$ cat config.mk
export PLATFORM = sky130hd
export DESIGN_NAME = spi_cmd_tx
export DESIGN_NICKNAME = d
export VERILOG_FILES = /design/src/rtl/spi_cmd_pkg.sv /design/src/rtl/spi_cmd_ctrl.sv /design/src/rtl/spi_cmd_dp.sv /design/src/rtl/spi_cmd_tx.sv
export SDC_FILE = /design/constraint.sdc
export NUM_CORES = 1
export LEC_CHECK = 0
export BUFFER_PORTS_ARGS = -buffer_cell sky130_fd_sc_hd__buf_2
export CORE_MARGIN = 2
export CORE_UTILIZATION = 63
export CTS_BUF_LIST = sky130_fd_sc_hd__clkbuf_4 sky130_fd_sc_hd__clkbuf_8 sky130_fd_sc_hd__clkbuf_16
export DETAILED_ROUTE_END_ITERATION = 6
export PLACE_DENSITY = 0.85
export SLEW_MARGIN = 20
export SYNTH_ARGS = -nofsm -noshare
export SYNTH_HDL_FRONTEND = slang
export SYNTH_HIERARCHICAL = 1
export SYNTH_SLANG_ARGS = --single-unit
export TNS_END_PERCENT = 100
$ cat constraint.sdc
create_clock -name clk -period 3.7 [get_ports clk]
set_input_delay 0.37 -clock clk [delete_from_list [all_inputs] [get_ports clk]]
set_output_delay 0.37 -clock clk [all_outputs]
set_load 0.02 [all_outputs]
$ cat src/rtl/spi_cmd_pkg.sv
package spi_cmd_pkg;

  // Sequencer states for one frame plus its trailing quiet gap
  typedef enum logic [2:0] {
    ST_IDLE,
    ST_SETUP,
    ST_HIGH,
    ST_LOW,
    ST_GAP
  } txState_e;

  // Strobes from the sequencer to the shift datapath
  typedef struct packed {
    logic loadWord;  // take the next word into the shifter
    logic shiftBit;  // advance the shifter by one bit
  } dpCtrl_t;

endpackage

$ cat src/rtl/spi_cmd_ctrl.sv
module spi_cmd_ctrl
  import spi_cmd_pkg::*;
#(
  parameter int WORD_W     = 16,
  parameter int SCK_DIV    = 6,
  parameter int SETUP_CLKS = 1,
  parameter int GAP_CLKS   = 32
) (
  input  logic    clk,
  input  logic    rstN,
  input  logic    sendStb,
  input  logic    pendValid,
  output dpCtrl_t dpCtrl,
  output logic    csN,
  output logic    sck,
  output logic    busy,
  output logic    done
);

  localparam int HALF  = SCK_DIV / 2;
  localparam int MAX_A = (HALF > SETUP_CLKS) ? HALF : SETUP_CLKS;
  localparam int MAX_C = (MAX_A > GAP_CLKS) ? MAX_A : GAP_CLKS;
  localparam int CNT_W = $clog2(MAX_C + 1);
  localparam int BIT_W = $clog2(WORD_W);
  localparam logic [CNT_W-1:0] HALF_LOAD  = CNT_W'(HALF - 1);
  localparam logic [CNT_W-1:0] SETUP_LOAD = CNT_W'(SETUP_CLKS - 1);
  localparam logic [CNT_W-1:0] GAP_LOAD   = CNT_W'(GAP_CLKS - 1);
  localparam logic [BIT_W-1:0] LAST_BIT   = BIT_W'(WORD_W - 1);

  txState_e         state, stateNxt;
  logic [CNT_W-1:0] cnt, cntNxt;
  logic [BIT_W-1:0] bitIdx, bitNxt;
  logic             csNxt, sckNxt, busyNxt, doneNxt;
  logic             startReq, cntZero;

  assign startReq = sendStb | pendValid;
  assign cntZero  = (cnt == '0);

  always_comb begin
    stateNxt = state;
    cntNxt   = cnt;
    bitNxt   = bitIdx;
    csNxt    = csN;
    sckNxt   = sck;
    busyNxt  = busy;
    doneNxt  = 1'b0;
    dpCtrl   = '0;
    unique case (state)
      ST_IDLE: begin
        if (startReq) begin
          stateNxt        = ST_SETUP;
          cntNxt          = SETUP_LOAD;
          bitNxt          = '0;
          csNxt           = 1'b0;
          busyNxt         = 1'b1;
          dpCtrl.loadWord = 1'b1;
        end
      end
      ST_SETUP: begin
        if (cntZero) begin
          stateNxt = ST_HIGH;
          sckNxt   = 1'b1;
          cntNxt   = HALF_LOAD;
        end else begin
          cntNxt = cnt - 1'b1;
        end
      end
      ST_HIGH: begin
        if (cntZero) begin
          stateNxt        = ST_LOW;
          sckNxt          = 1'b0;
          cntNxt          = HALF_LOAD;
          dpCtrl.shiftBit = (bitIdx != LAST_BIT);
        end else begin
          cntNxt = cnt - 1'b1;
        end
      end
      ST_LOW: begin
        if (cntZero) begin
          if (bitIdx == LAST_BIT) begin
            stateNxt = ST_GAP;
            csNxt    = 1'b1;
            doneNxt  = 1'b1;
            cntNxt   = GAP_LOAD;
            bitNxt   = '0;
          end else begin
            stateNxt = ST_HIGH;
            sckNxt   = 1'b1;
            cntNxt   = HALF_LOAD;
            bitNxt   = bitIdx + 1'b1;
          end
        end else begin
          cntNxt = cnt - 1'b1;
        end
      end
      ST_GAP: begin
        if (cntZero) begin
          if (startReq) begin
            stateNxt        = ST_SETUP;
            cntNxt          = SETUP_LOAD;
            csNxt           = 1'b0;
            dpCtrl.loadWord = 1'b1;
          end else begin
            stateNxt = ST_IDLE;
            busyNxt  = 1'b0;
          end
        end else begin
          cntNxt = cnt - 1'b1;
        end
      end
      default: begin
        stateNxt = ST_IDLE;
        csNxt    = 1'b1;
        sckNxt   = 1'b0;
        busyNxt  = 1'b0;
      end
    endcase
  end

  always_ff @(posedge clk or negedge rstN) begin
    if (!rstN) begin
      state  <= ST_IDLE;
      cnt    <= '0;
      bitIdx <= '0;
      csN    <= 1'b1;
      sck    <= 1'b0;
      busy   <= 1'b0;
      done   <= 1'b0;
    end else begin
      state  <= stateNxt;
      cnt    <= cntNxt;
      bitIdx <= bitNxt;
      csN    <= csNxt;
      sck    <= sckNxt;
      busy   <= busyNxt;
      done   <= doneNxt;
    end
  end

endmodule

$ cat src/rtl/spi_cmd_dp.sv
module spi_cmd_dp
  import spi_cmd_pkg::*;
#(
  parameter int CMD_W  = 4,
  parameter int DATA_W = 12
) (
  input  logic              clk,
  input  logic              rstN,
  input  logic              sendStb,
  input  logic [CMD_W-1:0]  cmdIn,
  input  logic [DATA_W-1:0] dataIn,
  input  dpCtrl_t           dpCtrl,
  output logic              mosi,
  output logic              pendValid
);

  localparam int WORD_W = CMD_W + DATA_W;

  logic [WORD_W-1:0] packIn;
  logic [WORD_W-1:0] pendWord;
  logic [WORD_W-1:0] shreg;

  // Command occupies the upper bits so it leaves the wire first
  assign packIn = {cmdIn, dataIn};
  assign mosi   = shreg[WORD_W-1];

  // One-entry waiting slot: an older waiting word goes out before a new strobe
  always_ff @(posedge clk or negedge rstN) begin
    if (!rstN) begin
      pendWord  <= '0;
      pendValid <= 1'b0;
    end else if (dpCtrl.loadWord) begin
      pendValid <= pendValid & sendStb;
      if (pendValid && sendStb) pendWord <= packIn;
    end else if (sendStb) begin
      pendWord  <= packIn;
      pendValid <= 1'b1;
    end
  end

  always_ff @(posedge clk or negedge rstN) begin
    if (!rstN) begin
      shreg <= '0;
    end else if (dpCtrl.loadWord) begin
      shreg <= pendValid ? pendWord : packIn;
    end else if (dpCtrl.shiftBit) begin
      shreg <= {shreg[WORD_W-2:0], 1'b0};
    end
  end

endmodule

$ cat src/rtl/spi_cmd_tx.sv
module spi_cmd_tx
  import spi_cmd_pkg::*;
#(
  parameter int CMD_W      = 4,
  parameter int DATA_W     = 12,
  parameter int SCK_DIV    = 6,
  parameter int SETUP_CLKS = 1,
  parameter int GAP_CLKS   = 32
) (
  input  logic              clk,
  input  logic              rstN,
  input  logic              sendStb,
  input  logic [CMD_W-1:0]  cmdIn,
  input  logic [DATA_W-1:0] dataIn,
  output logic              csN,
  output logic              sck,
  output logic              mosi,
  output logic              busy,
  output logic              done
);

  localparam int WORD_W = CMD_W + DATA_W;

  dpCtrl_t dpCtrl;
  logic    pendValid;

  spi_cmd_ctrl #(
    .WORD_W(WORD_W),
    .SCK_DIV(SCK_DIV),
    .SETUP_CLKS(SETUP_CLKS),
    .GAP_CLKS(GAP_CLKS)
  ) u_ctrl (
    .clk(clk),
    .rstN(rstN),
    .sendStb(sendStb),
    .pendValid(pendValid),
    .dpCtrl(dpCtrl),
    .csN(csN),
    .sck(sck),
    .busy(busy),
    .done(done)
  );

  spi_cmd_dp #(
    .CMD_W(CMD_W),
    .DATA_W(DATA_W)
  ) u_dp (
    .clk(clk),
    .rstN(rstN),
    .sendStb(sendStb),
    .cmdIn(cmdIn),
    .dataIn(dataIn),
    .dpCtrl(dpCtrl),
    .mosi(mosi),
    .pendValid(pendValid)
  );

endmodule

==> metrics.md, run 1 <==
| Metric | Value |
|---|---|
| Status | complete, no violations |
| Core ar. | 4030 um2 |
| Setup TNS | 0 ns |
| Inst Count DP | 311 |
| Startpoint class of the critical path | flop |
| Initial antenna violation count | 0 |
| Fin crit share | 76.9% |
| IO Port Bufs | 23 |
| Primary FF master, synth | dfrtp_1 |
| Final instance area | 2910 um2 |
| Crit. End Element | flop |
| Comb power frac | 35.8% |
| R2R setup slack | 0.86 ns |
| Cells on worst reg2reg path | 8 |
| Num CTS Buffers | 5 |
| Endpoints failing setup | 0 |
| Syn nets | 271 |
| FMAX | 352 MHz |
| Min-delay worst type | in2async |
| Slowest cell on crit path | o21ai_4 |
| CP delay by family, top | simple AND/OR/NAND/NOR gates |
| Critical path class | reg2reg |
| Post-cts hold buffer count | 0 |
| Buf/Inv on CP | 2 |
| Largest net degree at the start of global routing | 51 |
| Drt initial violations | 228 |
| Register bit total from synthesis | 50 |
| H-tree depth | 2 |
| Final Max Tran Viols | 0 |
| Reported leakage power | 1.30 nW |
| Tot GR Track Use | 23.6% |
| Pwr per Cell Area | 675 nW/um2 |
| Mapped Avg Cell Area | 10.7 um2 |
| Maximum vdd drop | 0.413 mV |
| Skew final | 0.00328 ns |
| Net Switching | 0.699 mW |
| Sw Share | 35.6% |
| Worst skew pair latency | 0.30 ns |
| WP data required | 3.89 ns |
| Post-CTS resize count | 0 |
| Critical Path Max Stage Delay | 0.47 ns |
| Die Span Y | 69.1 um |
| Via count | 2,021 |
| Seq pwr share | 44.4% |
| Detail Route Antenna Nets | 0 |
| Post-synth EDFFs | 0 |
| P&R area growth vs syn | 9.10% |
| Final Util | 72.3% |
| CP Cell Sequence | inv_1 -> ha_1 -> nor3b_1 -> nand2_1 -> a21oi_2 -> inv_2 -> o21ai_4 -> mux2_2 |
| Via-to-Cell Ratio | 6.36 |
| Tightest Pin Transition | 0.620 ns |
| Clock Tree Root | clkbuf_8 |
| Initial Util | 66.2% |
| Final hold vios | 0 |
| Clock share of power | 19.7% |
| DRC viols | 0 |
| RR Endpoint | u_dp/pendWord[15] |
| Final wirelength | 5.17 mm |
| Post-DP HPWL | 3.53 mm |
| Clock buffer depth | 2 |
| Worst r2r src | u_ctrl/cnt[0] |
| Hold slack final | 0.163 ns |
| Post-synthesis instance total | 250 |
| Relative slew slack | 58.7% |
| Vias in the first global route | 2,055 |
| Asr flop ratio synth | 100% |
| RD Place Congestion | 0.915 |
| Ports | 24 |
| Die ar. | 4770 um2 |
| Yosys warnings | 6 |
| Worst-path clk slew | 0.09 ns |
| Crit path time final | 2.84 ns |
| Register area share after synthesis | 46.9% |
| Sink Count | 50 |
| Die W | 69.1 um |
| Share of cells above drive strength 1 | 18.7% |
| Unrepaired setup endpoints after global routing | no |
| Internal power | 1.27 mW |
| # nets final | 289 |
| Post-CTS setup buffers | 0 |
| Post-Syn Area | 2670 um2 |
| CP max FO | 16 |
| WL/cell | 16.2 um |
| Synth cell types | 55 |
| Row cnt | 23 |
| DR pass1 iterations | 4 |
| Ant. Diodes | 0 |
| Fin cells | 318 |
| Global-route wire length before repair | 9.20 mm |
| Critical Path AT | 3.03 ns |
| Placed Instance Area | 2800 um2 |
| Max Cap Viol | 0 |
| Grt total ovfl | 0 |
| CTS tree | done |
flip-flops by register name (all words and copies together) (netlist names):
name and count:
u_dp/pendWord 16, u_ctrl/cnt 6, u_ctrl/done 1, u_dp/pendValid 1, u_ctrl/bitIdx 4, u_ctrl/sck 1
u_dp/shreg 16, u_ctrl/csN 1, u_ctrl/state 3, u_ctrl/busy 1
stage by stage:
step           total power, mW  setup WS, ns
2_1_floorplan             1.42          1.22
3_3_place_gp              1.55          1.04
3_5_place_dp              1.58         0.897
4_1_cts                   1.97         0.875
5_1_grt                   2.11         0.655
6_report                  1.96         0.856
cell families after synthesis:
family / synth area share (%)
AO/OA/AOI/OAI: 19.9
XOR/XNOR: 0.328
AND/OR/NAND/NOR: 14.2
buffers and inverters: 4.27
flip-flops: 46.9
multiplexers: 13.1
adder cells (fa/ha/maj): 1.31
worst max path at each step:
stage	startpoint	endpoint	depth (start not counted)
2_1_floorplan	u_ctrl/cnt[0]	u_dp/pendWord[0]	9
3_3_place_gp	u_ctrl/cnt[0]	u_dp/pendWord[6]	8
3_5_place_dp	u_ctrl/cnt[0]	u_dp/pendWord[15]	8
4_1_cts	u_ctrl/cnt[0]	u_dp/pendWord[15]	8
5_1_grt	u_ctrl/cnt[0]	u_dp/pendWord[7]	8
6_report	u_ctrl/cnt[0]	u_dp/pendWord[15]	8
worst reg2reg max path, delay by kind of cell (launching register included):
kind / cells / cell delay (ns)
and+or+nand+nor: 2 / 0.73
AOI/OAI and AO/OA: 2 / 0.73
DFF: 1 / 0.44
muxes: 1 / 0.40
buffers and inverters: 2 / 0.21
adders and majority gates: 1 / 0.21
layer usage:
layer  global-route usage [%]  vias up  wire (um)
met3                     5.99        6        261
met4                     6.75        0         46
met2                     39.5       60       2560
met5                        0        -          0
met1                     30.3      987       2300
li1                         -      968          -
placed cells by master (no fill, tap or decap), drive strengths merged, types with 2 or more instances in the layout:
| cell type | n |
|---|---|
| dfrtp | 49 |
| buf | 27 |
| a21oi | 20 |
| mux2i | 17 |
| nor2b | 17 |
| a211oi | 16 |
| mux2 | 16 |
| nor2 | 10 |
| o21ai | 10 |
| nor3 | 9 |
| nand2 | 7 |
| inv | 7 |
| clkbuf | 6 |
| a31oi | 4 |
| a22o | 4 |
| and3 | 3 |
| nand3 | 3 |
| o22ai | 3 |
| a211o | 3 |
| nor4 | 3 |
| nor3b | 2 |
| or3 | 2 |
| a21o | 2 |
| a221o | 2 |
| o2111ai | 2 |
| o21a | 2 |
| o2bb2ai | 2 |
| ha | 2 |
| or2 | 2 |
power by group through the flow:
stage          Sequential (mW)  Combinational, mW  Clock (mW)
2_1_floorplan            0.832              0.592           0
3_3_place_gp             0.868              0.678           0
3_5_place_dp             0.878              0.701           0
4_1_cts                  0.869              0.704       0.398
5_1_grt                  0.894              0.792       0.421
6_report                 0.873              0.704       0.388
cells in the mapped netlist (all sizes together), types with 2 or more instances:
library cell / instances / area share [%]
clkbuf: 7 / 0.98
o2111ai: 2 / 0.66
or2: 2 / 0.47
dfrtp: 49 / 46
a21oi: 20 / 3.8
a21o: 2 / 0.56
nor3b: 2 / 0.56
o2bb2ai: 2 / 0.66
o22ai: 3 / 0.70
inv: 7 / 0.98
nand2: 7 / 0.98
a22o: 4 / 1.3
nor3: 9 / 2.1
mux2: 16 / 6.8
nor4: 3 / 1.3
nand3: 3 / 0.56
o21ai: 10 / 2.3
nor2b: 17 / 4.0
a211o: 3 / 0.98
ha: 2 / 0.94
buf: 9 / 2.3
or3: 2 / 0.47
a211oi: 16 / 4.5
and3: 3 / 0.70
a221o: 2 / 0.75
mux2i: 17 / 6.4
o21a: 2 / 0.56
a31oi: 4 / 0.94
nor2: 10 / 1.7
final cells by class:
cell class | instances | area [um2]
Sequential cell | 50 | 1250
Inverter | 7 | 26.3
Fill cell | 287 | 1120
Clock buffer | 6 | 82.6
Multi-Input combinational cell | 177 | 1310
Clock inverter | 1 | 30.0
Timing Repair Buffer | 27 | 145
Tap cell | 50 | 62.6
(Power assumes the default switching activity.)
==> run 2: changes to the inputs <==
Settings changed: CORE_UTILIZATION 63 to 59, PLACE_DENSITY 0.85 to 0.8.
Clock period 3.7 ns to 2.7 ns, I/O delays scaled along.
==> metrics.md, run 2 (synthesis gave the netlist of run 1 again) <==
| Metric | Value |
|---|---|
| Via count | 2,059 |
| Endpoints failing setup | 0 |
| Internal power | 1.68 mW |
| Largest net degree at the start of global routing | 32 |
| RD Place Congestion | 0.889 |
| IO Port Bufs | 23 |
| Startpoint class of the critical path | flop |
| Most frequent cells in the layout | 49 x dfrtp_1, 23 x buf_2, 19 x a21oi_1, 17 x mux2i_1, 17 x nor2b_1 |
| CTS tree | done |
| Row cnt | 24 |
| Max Cap Viol | 0 |
| Status | complete, no violations |
| Sw Share | 36.7% |
| Clock buffer depth | 2 |
| Detail Route Antenna Nets | 0 |
| Pwr per Cell Area | 887 nW/um2 |
| Sink Count | 50 |
| Final Max Tran Viols | 0 |
| Relative slew slack | 62.4% |
| Vias in the first global route | 2,046 |
| WP data required | 2.87 ns |
| Skew final | 0.00876 ns |
| Crit. End Element | flop |
| Die Span Y | 71.3 um |
| Tot GR Track Use | 23.4% |
| DR pass1 iterations | 4 |
| Final wirelength | 5.47 mm |
| Via-to-Cell Ratio | 6.26 |
| Critical Path AT | 2.56 ns |
| Final hold vios | 0 |
| Comb power frac | 38.2% |
| Share of cells above drive strength 1 | 21.3% |
| Grt total ovfl | 0 |
| R2R setup slack | 0.31 ns |
| Num CTS Buffers | 5 |
| Ports | 24 |
| Commonest non-fill, non-tap cell in the layout | dfrtp_1 |
| Drt initial violations | 225 |
| FMAX | 418 MHz |
| Post-DP HPWL | 3.76 mm |
| Maximum vdd drop | 0.550 mV |
| # nets final | 297 |
| Cells on worst reg2reg path | 9 |
| Global-route wire length before repair | 9.39 mm |
| Min-delay worst type | in2reg |
| Tightest Pin Transition | 0.564 ns |
| Initial Util | 61.3% |
| Reported leakage power | 1.34 nW |
| Ant. Diodes | 0 |
| CP max FO | 31 |
| Clock Tree Root | clkbuf_8 |
| Post-CTS setup buffers | 0 |
| Critical path class | reg2reg |
| WL/cell | 16.6 um |
| # fillers | 353 |
| Seq pwr share | 44.8% |
| Worst-path clk slew | 0.09 ns |
| Setup TNS | 0 ns |
| Clock share of power | 17.0% |
| Initial antenna violation count | 0 |
| Crit path time final | 2.39 ns |
| DRC viols | 0 |
| Hold Path Stages | 2 |
| Net Switching | 0.972 mW |
| H-tree depth | 2 |
| Die W | 71.3 um |
| Worst skew pair latency | 0.30 ns |
| Largest regs | u_dp/pendWord x16, u_dp/shreg x16, u_ctrl/cnt x6 |
| P&R area growth vs syn | 12.0% |
| Core ar. | 4350 um2 |
| Die ar. | 5080 um2 |
| Unrepaired setup endpoints after global routing | no |
| Hold slack final | 0.198 ns |
| Fin crit share | 88.6% |
[run 2: cell types whose count changed in the layout (fill, tap and decap cells not counted), sizes merged]
cell | before | now
dlygate4sd3 | 0 | 1
bufinv | 1 | 0
clkinv | 0 | 1
clkbuf | 6 | 7
buf | 27 | 34
[run 2: worst paths after layout]
check | to | startpoint
min in group asynchronous | u_ctrl/cnt[5] | rstN
max in group asynchronous | u_dp/pendWord[15] | rstN
setup reg to reg | u_dp/shreg[10] | u_ctrl/cnt[0]
setup / recovery | u_dp/shreg[10] | u_ctrl/cnt[0]
hold / removal | u_dp/pendWord[12] | cmdIn[0]
hold reg to reg | u_dp/pendWord[13] | u_dp/pendWord[13]
[run 2: layout make-up]
type                    instances  area, um2  share of cell area [%]
inverters                       7       26.3                   0.879
well taps                      52       65.1                    2.18
multi-input cells             177       1320                    44.1
flip-flops and latches         50       1250                    41.9
clock buffers                   7       90.1                    3.01
clock inverters                 1       5.00                   0.167
repair buffers                 35        233                    7.79
[run 2: stage by stage]
step | setup WS, ns | std cells | power (mW) | area, um2 | util [%]
after floorplan | 0.223 | 250 | 1.95 | 2670 | -
after global placement | 0.339 | 320 | 2.16 | 2880 | 66.1
after detailed placement | 0.190 | 320 | 2.19 | 2880 | 66.1
after CTS | 0.140 | 329 | 2.66 | 2980 | 68.5
after global routing | 0.0950 | 329 | 2.86 | 2990 | 68.6
final | 0.306 | 329 | 2.65 | 2990 | 68.6
[run 2: power by group through the flow]
stage,Combinational (mW),Sequential [mW],Clock (mW)
after floorplan,0.811,1.14,0
after global placement,0.976,1.19,0
after detailed placement,1.00,1.19,0
after CTS,1.01,1.18,0.467
after global routing,1.13,1.22,0.501
final,1.01,1.19,0.451
[run 2: worst max-delay path: stages, from the launching register on]
cell      delay (ns)
dfrtp_1         0.45
inv_1           0.13
ha_1            0.20
nor3b_2         0.27
nand2_1         0.16
nor4_2          0.40
buf_12          0.22
nor2b_1         0.06
a211oi_1        0.28
a21oi_1         0.08
[run 2: layer usage]
metal,wire [um],GRT usage [%],vias to the layer above
li1,-,-,986
met5,0,0,-
met1,2420,30.2,1002
met2,2750,39.0,62
met3,238,4.92,9
met4,61,8.60,0
[run 2: repair_timing]
action                     CTS  global route
hold endpoints to repair    11             0
resized for setup            0             1
setup endpoints to repair    0            12
hold buffers                 1             0
==> run 3: changes to the inputs <==
Clock period 2.7 ns to 2.5 ns, I/O delays scaled along.
==> metrics.md, run 3 (synthesis gave the netlist of run 1 again) <==
| Metric | Value |
|---|---|
| Status | complete, no violations |
| Final Util | 68.9% |
| Die W | 71.3 um |
| Final Max Tran Viols | 0 |
| Via-to-Cell Ratio | 6.31 |
| Fin cells | 330 |
| Reported leakage power | 1.34 nW |
| Tightest Pin Transition | 0.713 ns |
| Worst-path clk slew | 0.09 ns |
| Final instance area | 3000 um2 |
| Drt initial violations | 220 |
| Ant. Diodes | 0 |
| FMAX | 422 MHz |
| Post-CTS setup buffers | 0 |
| # nets final | 298 |
| Hold slack final | 0.163 ns |
| Die ar. | 5080 um2 |
| Crit. End Element | flop |
| Inst Count DP | 321 |
| Relative slew slack | 52.0% |
| Post-DP HPWL | 3.67 mm |
| Endpoints failing setup | 0 |
| Critical path class | reg2reg |
| WL/cell | 16.3 um |
| CP Cell Sequence | inv_1 -> ha_1 -> nor3b_1 -> nand2_1 -> nor4_4 -> buf_12 -> nor2b_1 -> a211oi_1 -> a21oi_1 |
| Via count | 2,081 |
| Critical Path Max Stage Delay | 0.44 ns |
| DRC viols | 0 |
| RD Place Congestion | 0.987 |
| Core ar. | 4350 um2 |
| Sink Count | 50 |
| P&R area growth vs syn | 12.4% |
| Grt total ovfl | 0 |
| Overall Power | 2.90 mW |
| Vias in the first global route | 2,086 |
| IO Port Bufs | 23 |
| Worst skew pair latency | 0.30 ns |
| H-tree depth | 2 |
| Skew final | 0.00533 ns |
| Largest regs | u_dp/pendWord x16, u_dp/shreg x16, u_ctrl/cnt x6 |
| DR pass1 iterations | 4 |
| Maximum vdd drop | 0.511 mV |
| Startpoint class of the critical path | flop |
| Min-delay worst type | in2reg |
| CP max FO | 31 |
| Initial antenna violation count | 0 |
| Placed Instance Area | 2890 um2 |
| WP data required | 2.68 ns |
| Crit path time final | 2.37 ns |
| Global-route wire length before repair | 9.48 mm |
| Final hold vios | 0 |
| Critical Path AT | 2.55 ns |
| Final wirelength | 5.38 mm |
| Clock Tree Root | clkbuf_8 |
| Tot GR Track Use | 23.5% |
| Initial Util | 61.3% |
| Clock buffer depth | 2 |
| Num CTS Buffers | 5 |
| Slowest cell on crit path | dfrtp_1 |
| Share of cells above drive strength 1 | 21.2% |
| Most frequent cells in the layout | 49 x dfrtp_1, 23 x buf_2, 19 x a21oi_1, 17 x mux2i_1, 17 x nor2b_1 |
| CTS tree | done |
| Ports | 24 |
| Commonest non-fill, non-tap cell in the layout | dfrtp_1 |
| Max Cap Viol | 0 |
| Detail Route Antenna Nets | 0 |
| Largest net degree at the start of global routing | 32 |
| Row cnt | 24 |
| Fin crit share | 94.7% |
| Die Span Y | 71.3 um |
| Pwr per Cell Area | 967 nW/um2 |
run 3: where the power goes:
group          switching, mW  leakage [nW]  total [mW]  internal, mW
Clock                  0.269        0.0472       0.492         0.223
Combinational          0.616         0.716        1.14         0.528
Sequential             0.198         0.575        1.27          1.07
Total                   1.08          1.34        2.90          1.82
run 3: metal layers:
layer	vias up	track usage [%]	share of wire, %
met3	13	5.20	5.8
met1	1007	31.1	43
met2	77	37.9	49
met5	-	0	0
met4	0	9.64	1.7
li1	984	-	-
run 3: worst paths after layout:
path | start | to | slack, ns | cells after the start
hold / removal | dataIn[9] | u_dp/pendWord[9] | 0.16 | 2
setup reg to reg | u_ctrl/cnt[0] | u_dp/shreg[12] | 0.13 | 9
hold reg to reg | u_dp/pendWord[13] | u_dp/pendWord[13] | 0.50 | 1
setup / recovery | u_ctrl/cnt[0] | u_dp/shreg[12] | 0.13 | 9
max in group asynchronous | rstN | u_ctrl/csN | 1.32 | 3
min in group asynchronous | rstN | u_ctrl/bitIdx[2] | 0.51 | 2
run 3: repair_timing:
| item | 4_1_cts | 5_1_grt |
|---|---|---|
| hold endpoints to repair | 1 | 0 |
| endpoints found under the setup margin | 0 | 2 |
| gates resized for setup | 0 | 1 |
| hold buffers | 1 | 0 |
run 3: through the flow:
step / setup TNS [ns] / setup WS, ns
floorplan: 0 / 0.0230
finish: 0 / 0.132
detailed placement: 0 / 0.178
CTS: 0 / 0.128
global route: -0.00483 / -0.00483
global placement: 0 / 0.326
run 3: final cells by class:
| type | count | area, um2 |
|---|---|---|
| Tap cell | 52 | 65.1 |
| Sequential cell | 50 | 1250 |
| Timing Repair Buffer | 36 | 240 |
| Inverter | 7 | 26.3 |
| Multi-Input combinational cell | 177 | 1320 |
| Clock inverter | 2 | 12.5 |
| Fill cell | 347 | 1350 |
| Clock buffer | 6 | 82.6 |
run 3: worst max-delay path: cells and delay by family (launching register included):
family          cells  cell delay (ns)
simple gates        4             0.89
buf+inv             2             0.35
compound gates      2             0.35
flops               1             0.44
fa+ha+maj           1             0.21
